$ cat config.mk
export PLATFORM = sky130hd
export DESIGN_NAME = mmc_cmd_seq
export DESIGN_NICKNAME = d
export VERILOG_FILES = /design/src/rtl/mmc_seq_pkg.sv /design/src/rtl/mmc_cmd_frame.sv /design/src/rtl/mmc_reply_hunt.sv /design/src/rtl/mmc_status_decode.sv /design/src/rtl/mmc_cmd_seq.sv
export SDC_FILE = /design/constraint.sdc
export NUM_CORES = 1
export LEC_CHECK = 0
export ABC_AREA = 1
export BUFFER_PORTS_ARGS = -buffer_cell sky130_fd_sc_hd__buf_2
export CAP_MARGIN = 20
export CORE_UTILIZATION = 45
export CTS_CLUSTER_DIAMETER = 80
export CTS_CLUSTER_SIZE = 10
export DETAILED_ROUTE_END_ITERATION = 12
export GPL_ROUTABILITY_DRIVEN = 1
export PLACE_DENSITY = 0.7
export SYNTH_ARGS = -nofsm -noshare
export SYNTH_HDL_FRONTEND = slang
export SYNTH_SLANG_ARGS = --single-unit
$ cat constraint.sdc
create_clock -name clk -period 2.03 [get_ports clk]
set_clock_uncertainty 0.05 [all_clocks]
set_input_delay 0.203 -clock clk [delete_from_list [all_inputs] [get_ports clk]]
set_output_delay 0.203 -clock clk [all_outputs]
set_load 0.01 [all_outputs]
$ cat src/rtl/mmc_seq_pkg.sv
package mmc_seq_pkg;

    localparam logic [7:0] FILL_BYTE   = 8'hFF;
    localparam logic [7:0] START_BITS  = 8'h40;
    localparam logic [7:0] IDLE_CRC    = 8'h95;
    localparam int         FRAME_BYTES = 7;

    typedef enum logic [2:0] {
        ST_IDLE,
        ST_WAKE,
        ST_FRAME,
        ST_HUNT,
        ST_TAIL,
        ST_DONE
    } seq_state_e;

    // Bit order follows the reply byte: parameter error at bit 6 down to idle at bit 0.
    typedef struct packed {
        logic param_err;
        logic addr_err;
        logic erase_seq_err;
        logic crc_err;
        logic illegal_cmd;
        logic erase_reset;
        logic in_idle;
    } reply_flags_t;

    // Byte of the command frame at position pos (0..6).
    function automatic logic [7:0] frame_byte(input logic [5:0]  idx,
                                              input logic [31:0] arg,
                                              input logic [2:0]  pos);
        logic [7:0] b;
        case (pos)
            3'd0:    b = START_BITS | {2'b00, idx};
            3'd1:    b = arg[31:24];
            3'd2:    b = arg[23:16];
            3'd3:    b = arg[15:8];
            3'd4:    b = arg[7:0];
            3'd5:    b = (idx == 6'd0) ? IDLE_CRC : FILL_BYTE;
            default: b = FILL_BYTE;
        endcase
        return b;
    endfunction

    function automatic reply_flags_t decode_reply(input logic [6:0] r);
        return reply_flags_t'(r);
    endfunction

endpackage

$ cat src/rtl/mmc_cmd_frame.sv
module mmc_cmd_frame
    import mmc_seq_pkg::*;
(
    input  logic        framing,
    input  logic [5:0]  idx,
    input  logic [31:0] arg,
    input  logic [2:0]  pos,
    output logic [7:0]  byte_out
);

    always_comb begin
        if (framing) begin
            byte_out = frame_byte(idx, arg, pos);
        end else begin
            byte_out = FILL_BYTE;
        end
    end

endmodule

$ cat src/rtl/mmc_reply_hunt.sv
module mmc_reply_hunt #(
    parameter int POLL_LIMIT = 32
) (
    input  logic clk,
    input  logic rst,
    input  logic clear,
    input  logic sample,
    input  logic rx_msb,
    output logic hit,
    output logic expire
);

    localparam int CNT_W = $clog2(POLL_LIMIT + 1);

    logic [CNT_W-1:0] miss_q;
    logic             last_slot;

    assign last_slot = (miss_q == CNT_W'(POLL_LIMIT));
    assign hit       = sample && !rx_msb;
    assign expire    = sample && rx_msb && last_slot;

    always_ff @(posedge clk) begin
        if (rst || clear) begin
            miss_q <= '0;
        end else if (sample && rx_msb && !last_slot) begin
            miss_q <= miss_q + 1'b1;
        end
    end

endmodule

$ cat src/rtl/mmc_status_decode.sv
module mmc_status_decode
    import mmc_seq_pkg::*;
(
    input  logic [6:0] reply_low,
    input  logic       timed_out,
    output logic [6:0] flags
);

    reply_flags_t dec;

    always_comb begin
        dec = decode_reply(reply_low);
        if (timed_out) begin
            dec = '0;
        end
        flags = dec;
    end

endmodule

$ cat src/rtl/mmc_cmd_seq.sv
module mmc_cmd_seq
    import mmc_seq_pkg::*;
#(
    parameter int WAKE_BYTES = 10,
    parameter int POLL_LIMIT = 32
) (
    input  logic        clk,
    input  logic        rst,
    input  logic        wake_req,
    input  logic        cmd_req,
    input  logic [5:0]  cmd_idx,
    input  logic [31:0] cmd_arg,
    output logic        busy,
    output logic        done,
    output logic [7:0]  reply,
    output logic        timeout,
    output logic [6:0]  status_flags,
    output logic        cs_n,
    output logic        tx_req,
    output logic [7:0]  tx_byte,
    input  logic        tx_ack,
    input  logic [7:0]  rx_byte
);

    localparam int POS_MAX = (WAKE_BYTES > FRAME_BYTES) ? WAKE_BYTES : FRAME_BYTES;
    localparam int POS_W   = $clog2(POS_MAX);
    localparam logic [POS_W-1:0] WAKE_LAST  = POS_W'(WAKE_BYTES - 1);
    localparam logic [POS_W-1:0] FRAME_LAST = POS_W'(FRAME_BYTES - 1);

    seq_state_e       state_q;
    logic [POS_W-1:0] pos_q;
    logic [5:0]       idx_q;
    logic [31:0]      arg_q;
    logic [7:0]       reply_q;
    logic             timeout_q;
    logic             cs_n_q;

    logic accept_cmd;
    logic framing;
    logic hunt_sample;
    logic hunt_hit;
    logic hunt_expire;
    logic resolved;

    assign accept_cmd  = (state_q == ST_IDLE) && !wake_req && cmd_req;
    assign framing     = (state_q == ST_FRAME);
    assign hunt_sample = tx_ack && ((framing && pos_q == FRAME_LAST) || state_q == ST_HUNT);
    assign resolved    = hunt_hit || hunt_expire;

    mmc_cmd_frame u_frame (
        .framing  (framing),
        .idx      (idx_q),
        .arg      (arg_q),
        .pos      (pos_q[2:0]),
        .byte_out (tx_byte)
    );

    mmc_reply_hunt #(
        .POLL_LIMIT (POLL_LIMIT)
    ) u_hunt (
        .clk    (clk),
        .rst    (rst),
        .clear  (accept_cmd),
        .sample (hunt_sample),
        .rx_msb (rx_byte[7]),
        .hit    (hunt_hit),
        .expire (hunt_expire)
    );

    mmc_status_decode u_decode (
        .reply_low (reply_q[6:0]),
        .timed_out (timeout_q),
        .flags     (status_flags)
    );

    always_ff @(posedge clk) begin
        if (rst) begin
            state_q   <= ST_IDLE;
            pos_q     <= '0;
            idx_q     <= '0;
            arg_q     <= '0;
            reply_q   <= '0;
            timeout_q <= 1'b0;
            cs_n_q    <= 1'b1;
        end else begin
            case (state_q)
                ST_IDLE: begin
                    pos_q <= '0;
                    if (wake_req) begin
                        state_q <= ST_WAKE;
                    end else if (cmd_req) begin
                        state_q <= ST_FRAME;
                        idx_q   <= cmd_idx;
                        arg_q   <= cmd_arg;
                        cs_n_q  <= 1'b0;
                    end
                end
                ST_WAKE: begin
                    if (tx_ack) begin
                        if (pos_q == WAKE_LAST) begin
                            state_q <= ST_DONE;
                        end else begin
                            pos_q <= pos_q + 1'b1;
                        end
                    end
                end
                ST_FRAME: begin
                    if (tx_ack) begin
                        if (pos_q == FRAME_LAST) begin
                            if (resolved) begin
                                reply_q   <= rx_byte;
                                timeout_q <= hunt_expire;
                                state_q   <= ST_TAIL;
                            end else begin
                                state_q <= ST_HUNT;
                            end
                        end else begin
                            pos_q <= pos_q + 1'b1;
                        end
                    end
                end
                ST_HUNT: begin
                    if (tx_ack && resolved) begin
                        reply_q   <= rx_byte;
                        timeout_q <= hunt_expire;
                        state_q   <= ST_TAIL;
                    end
                end
                ST_TAIL: begin
                    if (tx_ack) begin
                        state_q <= ST_DONE;
                        cs_n_q  <= 1'b1;
                    end
                end
                ST_DONE: begin
                    state_q <= ST_IDLE;
                end
                default: begin
                    state_q <= ST_IDLE;
                end
            endcase
        end
    end

    assign busy    = (state_q != ST_IDLE);
    assign done    = (state_q == ST_DONE);
    assign tx_req  = busy && !done;
    assign cs_n    = cs_n_q;
    assign reply   = reply_q;
    assign timeout = timeout_q;

endmodule

Yosys cells after proc, flatten, opt, wreduce, memory -nomap -nowiden --
Index checks and enable logic that the tools add are counted.
Word-level totals: bits in registers 61, output and inout port bits 28, logic and storage cells 98, input bits 51
Operators by class: reductions and logical operators 29, $add $sub $neg 2, equal/unequal tests 25, bitwise logic cells 1, multiplexer cells 33
Operators by type and width (count):
- $pmux 8 s6 | 1
- $mux 8 | 5
- $mux 3 | 9
- $mux 4 | 4
- $ne 2x2->1 const B | 8
- $pmux 8 s2 | 1
- $pmux 3 s5 | 1
- $mux 7 | 2
- $eq 3x2->1 const B | 4
- $eq 3x3->1 const B | 4
- $pmux 4 s3 | 1
- $logic_and 1x1->1 | 10
- $reduce_and 5->1 | 2
- $mux 1 | 7
- $reduce_and 7->1 | 1
- $add 6x1->6 const B | 1
- $eq 3x1->1 const B | 2
- $eq 6x6->1 const B | 1
- $logic_not 3->1 | 2
- $logic_not 6->1 | 1
- $ne 2x1->1 const B | 3
- $reduce_bool 3->1 | 2
- $add 4x1->4 const B | 1
- $eq 4x3->1 const B | 1
- 9 further kinds | 16

Depth between registers and ports, before layout --
depth in word-level cells 11, depth in mapped cells 12, gate-level depth less buffers 12

Hierarchy --
Synthesis repeated with hierarchy kept, for this count alone.
Second synthesis, totals: cell total of the unflattened synthesis 494, area, all modules 3241.9 um2
By module, submodules not included:
- mmc_cmd_seq | area an instance 2323.5 um2, cells each 317, instances 1, seq. area each 1101.1 um2
- mmc_cmd_frame | area an instance 466.7 um2, cells each 106, instances 1, seq. area each 0.0 um2
- mmc_reply_hunt | area an instance 399.1 um2, cells each 57, instances 1, seq. area each 120.1 um2
- mmc_status_decode | area an instance 52.6 um2, cells each 14, instances 1, seq. area each 0.0 um2

Least setup slack after synthesis --
No wires, ideal clock.
kind register -> output, from reg pos_q[2], to out tx_byte[3], stages on the path, launching flop included 7, path slack 0.276 ns, arrival 1.501 ns, path buffers 1, required time 1.777 ns, cells stage by stage dfxtp_1 -> inv_2 -> ha_1 -> clkbuf_1 -> nor4_2 -> a21oi_1 -> nand4_1
Between the ends: longest elaborated chain between the ends 3, elaborated cells between the ends (all ways) 8, classes of those cells eq/ne (5); mux (2); reduce/logical (1)
Ends and longest elaborated chain:
- start: declaration | line mmc_cmd_seq.sv:31 | logic [POS_W-1:0] pos_q;
- start signal: assignment | line mmc_cmd_seq.sv:103 | pos_q <= pos_q + 1'b1;
- start signal: assignment | line mmc_cmd_seq.sv:118 | pos_q <= pos_q + 1'b1;
- $eq 3x3->1, or another cell as far along | line mmc_seq_pkg.sv:33 | case (pos)
- $pmux 8 s6 * | line mmc_seq_pkg.sv:33
- $mux 8 * | line mmc_cmd_frame.sv:12 | if (framing) begin
- end: declaration | line mmc_cmd_seq.sv:20 | output logic [7:0] tx_byte,
Mark *: on every way between the ends. The rest lies on a longest branch, timed or not.

Worst setup path in the final report --
from reg pos_q[1], to out tx_byte[7]
Same word-level chain as after synthesis.

==> impl_metrics.py <==
metrics = {
    "setup_path": {
        "cp-start-kind": "flip-flop",
        "critPathMaxFanout": 8,
        "cp_slowest_cell": "dfxtp_4",
        "crit_chain": "inv_4, ha_4, nand2_1, inv_2, nand2_1, o21ai_0, a221oi_1, nand3_1, buf_2",
        "reg2reg_depth": 12,
        "crit_top_cell": "nand2_1",
        "endpoint_kind": "output port",
        "r2r_slack_ns": 0.18,
        "timing_worst_setup_path_type": "reg2out",
        "crit_path_max_incr_delay_ns": 0.40,
        "path_delay_family": "flip-flops",
        "reg2reg_from": "pos_q[0]",
        "worstSetupEndpoint": "tx_byte[7]",
        "startpoint": "pos_q[1]",
        "cp_data_required_time_ns": 1.78,
        "arrival_ns": 1.80,
        "worstPathBufferInverterCount": 3,
        "critical_path_depth": 9,
        "r2r_end": "state_q[2]",
    },
    "grt": {
        "grt.overflow.total": 0,
        "grt_pass1_wl_um": 11900,
        "grt_max_degree": 47,
        "use_met2_pct": 40.2,
        "grtUsageTotal_pct": 24.0,
        "grt_use_met1_pct": 29.3,
        "grt_busiest_layer": "met2",
        "grt_pass1_vias": 2577,
        "use_met3_pct": 4.00,
        "antenna_found_initial": 0,
    },
    "yosys": {
        "yosysTopAreaCell": "dfxtp_1",
        "synth_cell_types": 30,
        "ys_ff_latch": 61,
        "syn_area_um2": 2880,
        "synth.most_common_cell": "nor2_1",
        "syn-num-nets": 464,
        "synthArstFlopShare_pct": 0,
        "yosys_warnings": 0,
        "synthTopCellsByArea": "dfxtp_1 (42%), nor2_1 (13%), o21ai_0 (7.1%), nand2_1 (6.3%), a21oi_1 (5.0%)",
        "ys_top_cells_by_count": "nor2_1 (96), dfxtp_1 (61), nand2_1 (48), o21ai_0 (41), inv_1 (36)",
        "synth_top_area_share_pct": 42.4,
        "synth_edf_count": 0,
        "synth_cells": 406,
        "synth_flop_cell": "dfxtp_1",
        "ys_seq_area_share_pct": 42.4,
        "avgSynthCellArea_um2": 7.09,
    },
    "placement": {
        "place_congestion": 0.888,
        "io_buffers": 78,
        "pre_cts_ws_ns": 0.119,
        "dpl_cell_area_um2": 3330,
        "hpwl_um": 5530,
    },
    "detailed_routing": {
        "viasPerCell": 5.14,
        "drc_errors": 0,
        "detail_route.wl_per_cell_um": 13.6,
        "wirelength_um": 7870,
        "ant_nets": 0,
        "drt_first_pass_iters": 5,
        "drt-initial-drc-count": 123,
        "vias": 2968,
    },
    "finish": {
        "layout-drive-gt1-share_pct": 29.3,
        "fin_area_um2": 3780,
        "syn2layout_area_growth_pct": 31.3,
        "finish.net_count": 555,
        "fillers": 575,
        "antenna_cells": 0,
    },
    "sta": {
        "slew_headroom_pct": 67.3,
        "fin_crit_sh_pct": 101,
        "rsz0062_at_grt": "true",
        "max_freq_mhz": 488,
        "hold_ws_ns": 0.0342,
        "worst_pin_slew_ns": 0.489,
        "drv_slew": 0,
        "fin_ws_ns": -0.0184,
        "finalSetupViolations": 1,
        "hold_violations": 0,
        "fin_crit_ns": 2.05,
    },
    "clock_network": {
        "tritoncts": "done",
        "htreeDepth": 3,
        "clock-root-buffer": "clkbuf_8",
        "cts_buffer_depth": 2,
        "cts_buffers": 9,
        "path_clk_slew_ns": 0.06,
        "holdBufCountCts": 0,
        "clock_latency_ns": 0.34,
        "clock-sinks": 61,
    },
    "pwr": {
        "power_frac_comb_pct": 39.0,
        "p_sw_uw": 1740,
        "p_leak_uw": 0.00164,
        "p_clk_share_pct": 26.6,
        "powerDensity_nw_per_um2": 1220,
        "sequentialPowerShare_pct": 34.4,
        "irDropWorstVdd_mv": 0.876,
        "p_int_uw": 2890,
        "p_sw_share_pct": 37.6,
    },
    "flow_run": {
        "cap_violations": 0,
    },
    "die": {
        "die_w_um": 82.0,
        "die_area_um2": 6720,
        "dieHeight_um": 82.0,
        "pin_count": 79,
        "start_util_pct": 47.5,
        "core_um2": 6060,
        "row_count": 28,
    },
    "run_status": {
        "status": "finished, violations left",
        "failed_checks": "negative setup slack",
    },
    "min_path": {
        "hold_class": "in2reg",
    },
}
## cell usage in the layout (no fill, tap or decap), types with 2 or more instances in the layout
| cell | netlist | layout |
|---|---|---|
| a221oi_1 | 7 | 7 |
| bufinv_16 | 0 | 2 |
| buf_6 | 0 | 3 |
| nand3_2 | 3 | 3 |
| nand2_1 | 48 | 45 |
| a21oi_1 | 29 | 28 |
| inv_1 | 36 | 32 |
| buf_4 | 0 | 14 |
| nand2_2 | 2 | 4 |
| nor2_2 | 1 | 3 |
| nand3_1 | 15 | 15 |
| buf_2 | 9 | 78 |
| dfxtp_4 | 0 | 3 |
| nor3_1 | 4 | 4 |
| a22o_1 | 3 | 3 |
| nor2_1 | 96 | 95 |
| clkbuf_1 | 7 | 2 |
| o21ai_1 | 12 | 12 |
| inv_4 | 0 | 4 |
| inv_2 | 8 | 8 |
| o21ai_0 | 41 | 41 |
| ha_4 | 0 | 5 |
| ha_1 | 7 | 2 |
| dfxtp_1 | 61 | 58 |
| a21oi_2 | 1 | 2 |
| a211oi_1 | 5 | 4 |
| nand4_1 | 2 | 2 |
| clkbuf_8 | 0 | 11 |
## sequential cells by signal, indices dropped and copies added (netlist names)
signal and count:
reply 8, pos_q 4, state_q 3, u_hunt.miss_q 6, arg_q 32, idx_q 6, timeout 1, cs_n 1
## area by class of cell
type	count	area (um^2)	area share [%]
well taps	75	93.8	2.48
inverters	45	179	4.73
multi-input cells	285	1520	40.2
flip-flops and latches	61	1230	32.6
clock inverters	3	67.6	1.79
repair buffers	95	529	14.0
clock buffers	13	159	4.20
## worst reg2reg max path, stage by stage (launching register included)
cell	delay, ns
dfxtp_4	0.39
buf_6	0.12
ha_4	0.17
inv_4	0.05
nor2_4	0.17
buf_4	0.14
nand2_1	0.06
nand2_1	0.09
nand3_1	0.09
nor2_2	0.11
nand2_2	0.09
nor3_1	0.16
nor2_1	0.06
## cell families (layout without fill, tap and decap cells)
family	after synthesis	in the layout	share of synthesized area, %
AOI/OAI and AO/OA	100	100	19.7
xor gates and xnor gates	2	2	0.609
DFF	61	61	42.4
buffers and inverters	61	156	8.34
and+or+nand+nor	175	176	25.9
adders and majority gates	7	7	3.04
## power groups by stage
stage / clock network, uW / registers [uW] / logic [uW]
after floorplan: 0 / 1540 / 1090
after global placement: 0 / 1580 / 1430
after detailed placement: 0 / 1590 / 1460
after CTS: 1250 / 1580 / 1670
after global routing: 1310 / 1610 / 1980
final: 1230 / 1590 / 1800
## worst min-delay path by stage
stage	cells past startpoint	endpoint	slack, ns	start
2_1_floorplan	1	state_q[0]	0.22	rst
3_3_place_gp	2	reply[7]	0.38	reply[7]
3_5_place_dp	2	reply[7]	0.40	reply[7]
4_1_cts	2	state_q[1]	0.04	rst
5_1_grt	2	state_q[1]	0.03	rst
6_report	2	state_q[1]	0.03	rst
## layer usage
layer	up-vias	routed length, um
met2	88	3920
met3	14	378
met5	-	0
li1	1517	-
met4	0	147
met1	1349	3430
## metrics by stage
stage	TNS, ns	instances	utilization (%)	total power [uW]
detailed placement	0	548	54.9	3050
global route	-0.536	577	62.4	4910
CTS	-0.0159	572	61.1	4500
global placement	0	548	54.9	3010
floorplan	0	406	-	2630
finish	-0.0184	577	62.4	4630
## timing repair
item	in CTS	in global routing
setup endpoints to repair	8	11
resized for setup	24	11
gates cloned	1	0
setup buffers	7	5
pin swaps	6	9
endpoints found under the hold margin	0	0
No activity file was read; power rests on OpenSTA's default activity.
